**src/rtl/uart_irq_ident.sv**
```systemverilog
module uart_irq_ident (
  input  logic       clk,
  input  logic       rst_n,
  input  logic       set_cto,
  input  logic       clr_cto,
  input  logic       set_rxd,
  input  logic       clr_rxd,
  input  logic       set_thre,
  input  logic       clr_thre,
  input  logic       set_msc,
  input  logic       clr_msc,
  input  logic       en_we,
  input  logic [3:0] en_wdata,
  input  logic       id_rd,
  output logic [3:0] id_code,
  output logic       irq
);
  localparam logic [3:0] CODE_CTO  = 4'hC;
  localparam logic [3:0] CODE_RXD  = 4'h4;
  localparam logic [3:0] CODE_THRE = 4'h2;
  localparam logic [3:0] CODE_MSC  = 4'h0;
  localparam logic [3:0] CODE_NONE = 4'h1;
  localparam int S_MSC = 0, S_THRE = 1, S_RXD = 2, S_CTO = 3;

  logic [3:0] pend_q, en_q, pend_nx, en_nx, set_v, clr_v, code_nx;
  logic       ack, rearm;

  assign set_v = {set_cto, set_rxd, set_thre | rearm, set_msc};
  assign clr_v = {clr_cto, clr_rxd, clr_thre | ack, clr_msc};
  assign ack   = id_rd && (id_code == CODE_THRE);
  assign rearm = en_we && en_wdata[1] && !en_q[1];
  assign en_nx   = en_we ? en_wdata : en_q;
  assign pend_nx = (pend_q & ~clr_v) | set_v;

  always_comb begin
    if (pend_nx[S_CTO] && en_nx[0])       code_nx = CODE_CTO;
    else if (pend_nx[S_RXD] && en_nx[0])  code_nx = CODE_RXD;
    else if (pend_nx[S_THRE] && en_nx[1]) code_nx = CODE_THRE;
    else if (pend_nx[S_MSC] && en_nx[3])  code_nx = CODE_MSC;
    else                                  code_nx = CODE_NONE;
  end

  always_ff @(posedge clk) begin
    if (!rst_n) begin
      pend_q  <= 4'b0010;
      en_q    <= 4'h0;
      id_code <= CODE_NONE;
      irq     <= 1'b0;
    end else begin
      pend_q  <= pend_nx;
      en_q    <= en_nx;
      id_code <= code_nx;
      irq     <= (code_nx != CODE_NONE);
    end
  end

  a_r2_idle_no_req: assert property (@(posedge clk) disable iff (!rst_n)
    irq == (id_code != CODE_NONE));

  a_r1_cto_first: assert property (@(posedge clk) disable iff (!rst_n)
    (pend_q[S_CTO] && en_q[0]) |-> id_code == CODE_CTO);

  a_r5_ack_retires: assert property (@(posedge clk) disable iff (!rst_n)
    (id_rd && id_code == CODE_THRE && !set_thre && !rearm) |=> !pend_q[S_THRE]);

  a_r6_rearm: assert property (@(posedge clk) disable iff (!rst_n)
    (en_we && en_wdata[1] && !en_q[1]) |=> pend_q[S_THRE]);

  a_r7_set_wins: assert property (@(posedge clk) disable iff (!rst_n)
    (set_cto || set_rxd || set_msc) |=>
      ((pend_q & {$past(set_cto), $past(set_rxd), 1'b0, $past(set_msc)}) ==
       {$past(set_cto), $past(set_rxd), 1'b0, $past(set_msc)}));

  a_r9_masked_held: assert property (@(posedge clk) disable iff (!rst_n)
    (pend_q[S_RXD] && !en_q[0] && !clr_rxd) |=> pend_q[S_RXD]);
endmodule

```
**config.mk**
```make
export PLATFORM = sky130hd
export DESIGN_NAME = uart_irq_ident
export DESIGN_NICKNAME = d
export VERILOG_FILES = /design/src/rtl/uart_irq_ident.sv
export SDC_FILE = /design/constraint.sdc
export NUM_CORES = 1
export LEC_CHECK = 0
export CAP_MARGIN = 25
export CORE_AREA = 3 3 40 42
export CTS_CLUSTER_SIZE = 10
export DETAILED_ROUTE_END_ITERATION = 10
export DIE_AREA = 0 0 43 45
export DONT_BUFFER_PORTS = 1
export PLACE_DENSITY = 0.48
export SYNTH_ARGS = -nofsm -noshare
export SYNTH_HDL_FRONTEND = slang
export SYNTH_SLANG_ARGS = --single-unit
```
**constraint.sdc**
```tcl
create_clock -name clk -period 1.8 [get_ports clk]
set_input_delay 0.36 -clock clk [delete_from_list [all_inputs] [get_ports clk]]
set_output_delay 0.36 -clock clk [all_outputs]
set_load 0.01 [all_outputs]
```
==> results.py, run 1 <==
metrics = {
    "setup_path": {
        "r2r_end": "irq",
        "ff2ff_setup_slack_ns": 0.28,
        "path_cells": "nor4b_2 > a21oi_1 > o31a_1 > or3_1",
        "crit_buf_inv": 0,
        "required_ns": 1.95,
        "critPathKind": "reg2reg",
        "rr_startpoint": "id_code[0]",
        "critPathTopFamily": "simple AND/OR/NAND/NOR gates",
        "crit_slowest_cell": "or3_1",
        "critPathMaxFanout": 3,
        "cp-start-kind": "flop",
        "slowest_delay_ns": 0.38,
        "arrival_ns": 1.67,
        "ff2ff_path_depth": 4,
        "critPathCaptureType": "flop",
    },
    "yosys": {
        "yosys_warnings": 0,
        "synth_fa_ha_area_share_pct": 0,
        "synth_mux_area_share_pct": 4.73,
        "post_synth_xor_area_fraction_pct": 0,
        "synthSimpleGateAreaFrac_pct": 24.3,
        "yosys_register_bits": 12,
        "syn_area_sq_um": 423,
        "syn_area_per_cell_sq_um": 10.1,
        "synth_cells": 42,
        "yosysSeqAreaShare_pct": 56.8,
        "synth_compound_area_share_pct": 11.5,
        "synth_cell_types": 14,
        "synth_top_family_by_area": "simple AND/OR/NAND/NOR gates",
        "synth_nets": 58,
    },
    "clocking": {
        "clk_path_buf_depth": 2,
        "cts.htree.levels": 1,
        "cts-resized-gates": 0,
        "cts_root_buffer": "clkbuf_4",
        "cts_buffers": 3,
        "path_clk_slew_ns": 0.07,
        "post_cts_buffers": 0,
        "clock_latency_ns": 0.27,
        "cts_tree": "yes",
        "ctsHoldBuffers": 0,
        "cts_sinks": 12,
    },
    "routing": {
        "drt-initial-drc-count": 1,
        "vias": 294,
        "first_pass_iters": 2,
        "drt_wl_total_um": 734,
        "drc": 0,
        "routed_via_density": 4.82,
        "ant_nets": 0,
        "wire_per_inst_um": 12.0,
    },
    "timing": {
        "setup_tns_ns": 0,
        "maxSlewViolCount": 0,
        "final-hold-violation-count": 0,
        "clock.fmax_mhz": 659,
        "finClkSkew_ns": 0.00434,
        "period_share_pct": 84.3,
        "finalSetupViolCount": 0,
        "worst_slew_pin_slew_ns": 0.278,
        "rsz0062_at_grt": "no",
        "period_needed_ns": 1.52,
        "slew_headroom_pct": 81.4,
    },
    "final_layout": {
        "multi_input_area_sq_um": 171,
        "antenna_cells": 0,
        "final_cell_mix": "dfxtp_1 (12), nor2b_1 (6), a21oi_1 (5)",
        "areaGrowthSynthToFinish_pct": 13.0,
        "fin_nets": 63,
        "seq_area_sq_um": 240,
        "fillerInstances": 131,
        "final_common_cell": "dfxtp_1",
        "drive_gt1_share_pct": 10.9,
        "fin_util_pct": 37.2,
        "final_area_sq_um": 478,
    },
    "worst_hold_path": {
        "hp-class": "in2reg",
        "hold_path_depth": 1,
        "hold_end": "pend_q[1]",
        "hp-start": "rst_n",
    },
    "grt": {
        "grt.overflow.total": 0,
        "grt_usage_pct": 8.80,
        "grt_max_degree": 8,
        "grt_pass1_vias": 301,
        "antenna_found_initial": 0,
        "grt_pass1_wl_um": 1190,
    },
    "run_status": {
        "status": "complete, no violations",
    },
    "placed_design": {
        "place_area_sq_um": 442,
        "dp_hpwl_um": 622,
        "gp_congestion": 0.692,
        "port_buffers": 0,
    },
    "floorplanning": {
        "core-area_sq_um": 1280,
        "die_x_um": 43,
        "die_height_um": 45,
        "ioPinCount": 21,
        "initial_core_util_pct": 32.9,
        "die-area_sq_um": 1940,
        "rows": 13,
    },
    "power_and_ir_drop": {
        "power_density_nw_per_um2": 1120,
        "ir_drop_v": 0.000738,
        "p_leak_nw": 0.204,
    },
    "run": {
        "cap_violations": 0,
    },
}
[per-layer routing]
metal	vias to the layer above	share of wire (%)	GRT usage [%]
li1	149	-	-
met1	127	36	6.63
met2	16	47	14.7
met3	2	16	7.97
met4	0	1.4	5.42
met5	-	0	0
[report_power, final]
part | internal, mW | total, mW | switching, mW
Clock | 0.123 | 0.206 | 0.0830
Combinational | 0.0169 | 0.0321 | 0.0152
Sequential | 0.284 | 0.296 | 0.0120
[worst max-delay path by stage]
stage                           from  end  depth (start not counted)
final                     id_code[0]  irq                          4
after global routing      id_code[0]  irq                          4
after CTS                 id_code[0]  irq                          4
after detailed placement  id_code[0]  irq                          4
after global placement    id_code[0]  irq                          4
after floorplan           id_code[0]  irq                          4
[layout make-up]
| cell class | count | area share, % |
|---|---|---|
| Sequential cell | 12 | 50.3 |
| Multi-Input combinational cell | 27 | 35.9 |
| Inverter | 3 | 2.36 |
| Clock buffer | 4 | 7.59 |
| Tap cell | 15 | 3.93 |
[cell usage after synthesis]
cell type	n	area, sq um
nor3_1	2	10.0
nand2_1	2	7.51
a21oi_1	5	25.0
nor2b_1	6	37.5
or3_1	1	6.26
o21a_1	1	7.51
dfxtp_1	12	240
o31a_1	1	8.76
inv_1	3	11.3
nor4b_2	1	15.0
mux2i_1	2	20.0
a21boi_0	1	7.51
nand2b_1	3	18.8
nor2_1	2	7.51
[kinds of logic (layout without fill, tap and decap cells)]
family | Yosys count | count (layout)
DFF | 12 | 12
AOI/OAI and AO/OA | 8 | 8
buffers and inverters | 3 | 7
muxes | 2 | 2
and+or+nand+nor | 17 | 17
[registers in the layout, summed over array words and instances (netlist names)]
signal   cells
id_code      4
pend_q       4
en_q         3
irq          1
[through the flow]
stage,total power [mW],hold WS [ns],setup slack [ns],cells
CTS,0.545,0.145,0.257,61
detailed placement,0.335,0.430,0.264,57
floorplan,0.328,0.422,0.389,42
finish,0.534,0.152,0.283,61
global placement,0.334,0.423,0.301,57
global route,0.557,0.141,0.188,61
Note: power is estimated with default switching activity, not from simulation.
==> inputs of run 2 (changes only) <==
==> constraint.sdc (replaced) <==
create_clock -name clk -period 1.45 [get_ports clk]
set_input_delay 0.29 -clock clk [delete_from_list [all_inputs] [get_ports clk]]
set_output_delay 0.29 -clock clk [all_outputs]
set_load 0.01 [all_outputs]
==> results.py, run 2 (synthesized netlist as in run 1, its figures left out) <==
metrics = {
    "grt": {
        "grt_usage_pct": 8.89,
        "grt_max_degree": 8,
        "antenna_found_initial": 0,
        "grt_pass1_wl_um": 1170,
        "grt_pass1_vias": 294,
        "grt.overflow.total": 0,
    },
    "clocking": {
        "cts_tree": "yes",
        "cts_buffers": 3,
        "clock_latency_ns": 0.27,
        "cts.htree.levels": 1,
        "cts_sinks": 12,
        "path_clk_slew_ns": 0.07,
        "clk_path_buf_depth": 2,
        "cts_root_buffer": "clkbuf_4",
        "ctsHoldBuffers": 0,
    },
    "placed_design": {
        "dp_hpwl_um": 617,
        "port_buffers": 0,
        "gp_congestion": 0.675,
    },
    "routing": {
        "routed_via_density": 4.71,
        "drt_wl_total_um": 763,
        "first_pass_iters": 1,
        "ant_nets": 0,
        "drc": 0,
        "vias": 325,
        "drt-initial-drc-count": 0,
        "wire_per_inst_um": 11.1,
    },
    "worst_hold_path": {
        "hold_path_depth": 1,
        "hp-class": "in2reg",
        "hold_end": "pend_q[1]",
        "hp-start": "rst_n",
    },
    "setup_path": {
        "cp-start-kind": "flop",
        "rr_startpoint": "id_code[2]",
        "ff2ff_path_depth": 4,
        "r2r_end": "irq",
        "required_ns": 1.60,
        "ff2ff_setup_slack_ns": 0.03,
        "critPathCaptureType": "flop",
        "critPathKind": "reg2reg",
        "arrival_ns": 1.57,
        "critPathMaxFanout": 2,
    },
    "final_layout": {
        "areaGrowthSynthToFinish_pct": 27.5,
        "fin_nets": 71,
        "final_common_cell": "dfxtp_1",
        "final_cell_mix": "dfxtp_1 (11), buf_4 (8), nor2b_1 (6)",
        "fin_util_pct": 42.0,
        "reg_top3": "id_code x4, pend_q x4, en_q x3",
        "antenna_cells": 0,
        "fillerInstances": 131,
        "drive_gt1_share_pct": 25.9,
    },
    "run_status": {
        "status": "complete, no violations",
    },
    "timing": {
        "worst_slew_pin_slew_ns": 0.257,
        "slew_headroom_pct": 82.7,
        "finClkSkew_ns": 0.00241,
        "rsz0062_at_grt": "yes",
        "final-hold-violation-count": 0,
        "period_share_pct": 97.9,
        "period_needed_ns": 1.42,
        "finalSetupViolCount": 0,
        "maxSlewViolCount": 0,
        "clock.fmax_mhz": 704,
    },
    "floorplanning": {
        "initial_core_util_pct": 32.9,
        "die_height_um": 45,
        "rows": 13,
        "die_x_um": 43,
        "core-area_sq_um": 1280,
        "ioPinCount": 21,
        "die-area_sq_um": 1940,
    },
    "power_and_ir_drop": {
        "power_switching_share_pct": 20.7,
        "pwr-share-clk_pct": 37.5,
        "p_switching_uw": 142,
        "seq_power_share_pct": 52.9,
        "comb_power_share_pct": 9.5,
        "power_uw": 685,
        "p_int_uw": 543,
        "power_density_nw_per_um2": 1270,
        "ir_drop_v": 0.000542,
        "p_leak_nw": 0.245,
    },
    "run": {
        "cap_violations": 0,
    },
}
-- run 2: changes by cell type in the layout (fill, tap and decap cells not counted) --
cell     previous run  this run
dfxtp_1            12        11
buf_4               0         8
dfxtp_2             0         1
-- run 2: power groups by stage --
stage          clock, mW  combinational [mW]  sequential, mW
5_1_grt            0.285              0.0731           0.364
2_1_floorplan          0              0.0348           0.373
6_report           0.257              0.0652           0.363
3_5_place_dp           0              0.0604           0.370
4_1_cts            0.266              0.0634           0.363
3_3_place_gp           0              0.0595           0.370
-- run 2: repair_timing --
action | in CTS | in global routing
pin swaps | 1 | 4
setup buffers | 1 | 1
endpoints found under the setup margin | 1 | 1
gates resized for setup | 0 | 1
-- run 2: critical path, cell delays in order (launching register included) --
cell	delay, ns
dfxtp_2	0.32
nor4b_2	0.27
a21oi_1	0.12
o31a_1	0.31
or3_1	0.29
-- run 2: worst max-delay path by stage --
stage / from / end / slack (ns) / cells after the start
after CTS: id_code[0] / irq / 0.005 / 4
after detailed placement: id_code[0] / irq / 0.01 / 4
after global routing: id_code[2] / irq / -0.06 / 4
after global placement: id_code[0] / irq / 0.01 / 4
final: id_code[2] / irq / 0.03 / 4
after floorplan: id_code[0] / irq / 0.04 / 4
-- run 2: cell type report --
cell class	count	area, sq um	area share, %
sequential	12	241	44.8
multi-input combinational	27	171	31.8
timing repair buffer	8	60.1	11.1
clock buffer	4	36.3	6.73
tap	15	18.8	3.48
inverter	3	11.3	2.09
-- run 2: layer usage --
metal | global-route usage [%] | vias up | routed length (um)
li1 | - | 163 | -
met3 | 5.98 | 2 | 109
met4 | 9.04 | 0 | 10
met1 | 7.64 | 145 | 281
met5 | 0 | - | 0
met2 | 13.5 | 15 | 361
-- run 2: through the flow --
stage               hold WS [ns]  TNS (ns)  std cells  area [sq um]  setup WS [ns]
CTS                       0.0736         0         68           531        0.00458
detailed placement         0.357         0         63           487         0.0134
finish                    0.0822         0         69           539         0.0303
floorplan                  0.352         0         42           423         0.0388
global placement           0.353         0         63           487         0.0124
global route              0.0612   -0.0585         69           539        -0.0558
==> inputs of run 3 (changes only) <==
--- a/config.mk
+++ b/config.mk
@@ -5,13 +5,14 @@
 export SDC_FILE = /design/constraint.sdc
 export NUM_CORES = 1
 export LEC_CHECK = 0
+export BUFFER_PORTS_ARGS = -buffer_cell sky130_fd_sc_hd__buf_2
 export CAP_MARGIN = 25
 export CORE_AREA = 3 3 40 42
 export CTS_CLUSTER_SIZE = 10
 export DETAILED_ROUTE_END_ITERATION = 10
 export DIE_AREA = 0 0 43 45
-export DONT_BUFFER_PORTS = 1
-export PLACE_DENSITY = 0.48
+export PLACE_DENSITY = 0.63
+export SKIP_CTS_REPAIR_TIMING = 1
 export SYNTH_ARGS = -nofsm -noshare
 export SYNTH_HDL_FRONTEND = slang
 export SYNTH_SLANG_ARGS = --single-unit
==> results.py, run 3 (synthesized netlist as in run 1, its figures left out) <==
metrics = {
    "run_status": {
        "status": "complete, no violations",
    },
    "run": {
        "cap_violations": 0,
    },
    "placed_design": {
        "dp_slack_ns": 0.0244,
        "dp_hpwl_um": 631,
        "place_area_sq_um": 552,
        "port_buffers": 19,
        "gp_congestion": 0.743,
        "dp_cells": 78,
    },
    "final_layout": {
        "fin_nets": 84,
        "stdcell_count": 82,
        "fillerInstances": 123,
        "fin_util_pct": 47.2,
        "areaGrowthSynthToFinish_pct": 43.5,
        "final_area_sq_um": 607,
        "drive_gt1_share_pct": 43.3,
        "reg_top3": "id_code x4, pend_q x4, en_q x3",
        "final_common_cell": "buf_2",
        "final_cell_mix": "buf_2 (19), dfxtp_1 (11), nor2b_1 (6)",
        "seq_area_sq_um": 241,
        "multi_input_area_sq_um": 189,
        "antenna_cells": 0,
    },
    "grt": {
        "grt_pass1_vias": 332,
        "grt_usage_pct": 9.05,
        "grt_pass1_wl_um": 1300,
        "grt_max_degree": 8,
        "antenna_found_initial": 0,
        "grt.overflow.total": 0,
    },
    "floorplanning": {
        "core-area_sq_um": 1280,
        "rows": 13,
        "die_height_um": 45,
        "die_x_um": 43,
        "ioPinCount": 21,
        "initial_core_util_pct": 32.9,
        "die-area_sq_um": 1940,
    },
    "clocking": {
        "cts_root_buffer": "clkbuf_4",
        "cts.htree.levels": 1,
        "clk_path_buf_depth": 2,
        "path_clk_slew_ns": 0.07,
        "cts_buffers": 3,
        "clock_latency_ns": 0.26,
        "cts_sinks": 12,
        "cts_tree": "yes",
    },
    "timing": {
        "finClkSkew_ns": 0.00318,
        "final-hold-violation-count": 0,
        "hold_ws_ns": 0.240,
        "clock.fmax_mhz": 700,
        "maxSlewViolCount": 0,
        "period_needed_ns": 1.43,
        "finalSetupViolCount": 0,
        "worst_slew_pin_slew_ns": 0.261,
        "rsz0062_at_grt": "yes",
        "layout_setup_ws_ns": 0.0210,
        "slew_headroom_pct": 82.6,
        "setup_tns_ns": 0,
        "period_share_pct": 98.6,
    },
    "power_and_ir_drop": {
        "ir_drop_v": 0.000496,
        "p_leak_nw": 0.295,
        "power_density_nw_per_um2": 1160,
        "power_uw": 702,
    },
    "setup_path": {
        "required_ns": 1.59,
        "ff2ff_path_depth": 4,
        "critPathMaxFanout": 2,
        "rr_startpoint": "id_code[2]",
        "cp-startpoint": "id_code[2]",
        "r2r_end": "irq",
        "cp-start-kind": "flop",
        "crit_end": "irq",
        "ff2ff_setup_slack_ns": 0.02,
        "critPathKind": "reg2reg",
        "arrival_ns": 1.57,
        "critPathCaptureType": "flop",
    },
    "routing": {
        "drt_wl_total_um": 827,
        "ant_nets": 0,
        "vias": 348,
        "drt-initial-drc-count": 6,
        "drc": 0,
        "routed_via_density": 4.24,
        "first_pass_iters": 4,
        "wire_per_inst_um": 10.1,
    },
    "worst_hold_path": {
        "hp-class": "in2reg",
    },
}
==> run 3: metal layers <==
metal  global-route usage, %  part of all wire (%)
met1                    11.5                    47
met2                    13.8                    44
met3                    2.39                   7.4
met4                    5.42                   1.2
met5                       0                     0
==> run 3: report_power, final <==
group	internal [mW]	switching [mW]
Combinational	0.0465	0.0399
Sequential	0.352	0.0106
Clock	0.152	0.101
Total	0.551	0.151
==> run 3: area by class of cell <==
cell class                 count  area share [%]
inverter                       3            1.86
timing repair buffer          21            18.1
multi-input combinational     27            31.1
sequential                    12            39.8
clock buffer                   4            5.98
tap                           15            3.09
==> run 3: how the worst min path moves through the flow <==
stage / start / cells past startpoint / slack, ns / endpoint
2_1_floorplan: rst_n / 1 / 0.35 / pend_q[1]
3_3_place_gp: pend_q[2] / 2 / 0.50 / pend_q[2]
3_5_place_dp: set_thre / 3 / 0.50 / pend_q[1]
4_1_cts: set_thre / 3 / 0.23 / pend_q[1]
5_1_grt: set_thre / 3 / 0.24 / pend_q[1]
6_report: set_thre / 3 / 0.24 / pend_q[1]
==> run 3: critical path: stages (launching register included) <==
cell,delay [ns]
dfxtp_2,0.34
nor4b_4,0.27
a21oi_2,0.09
o31a_1,0.31
or3_1,0.31
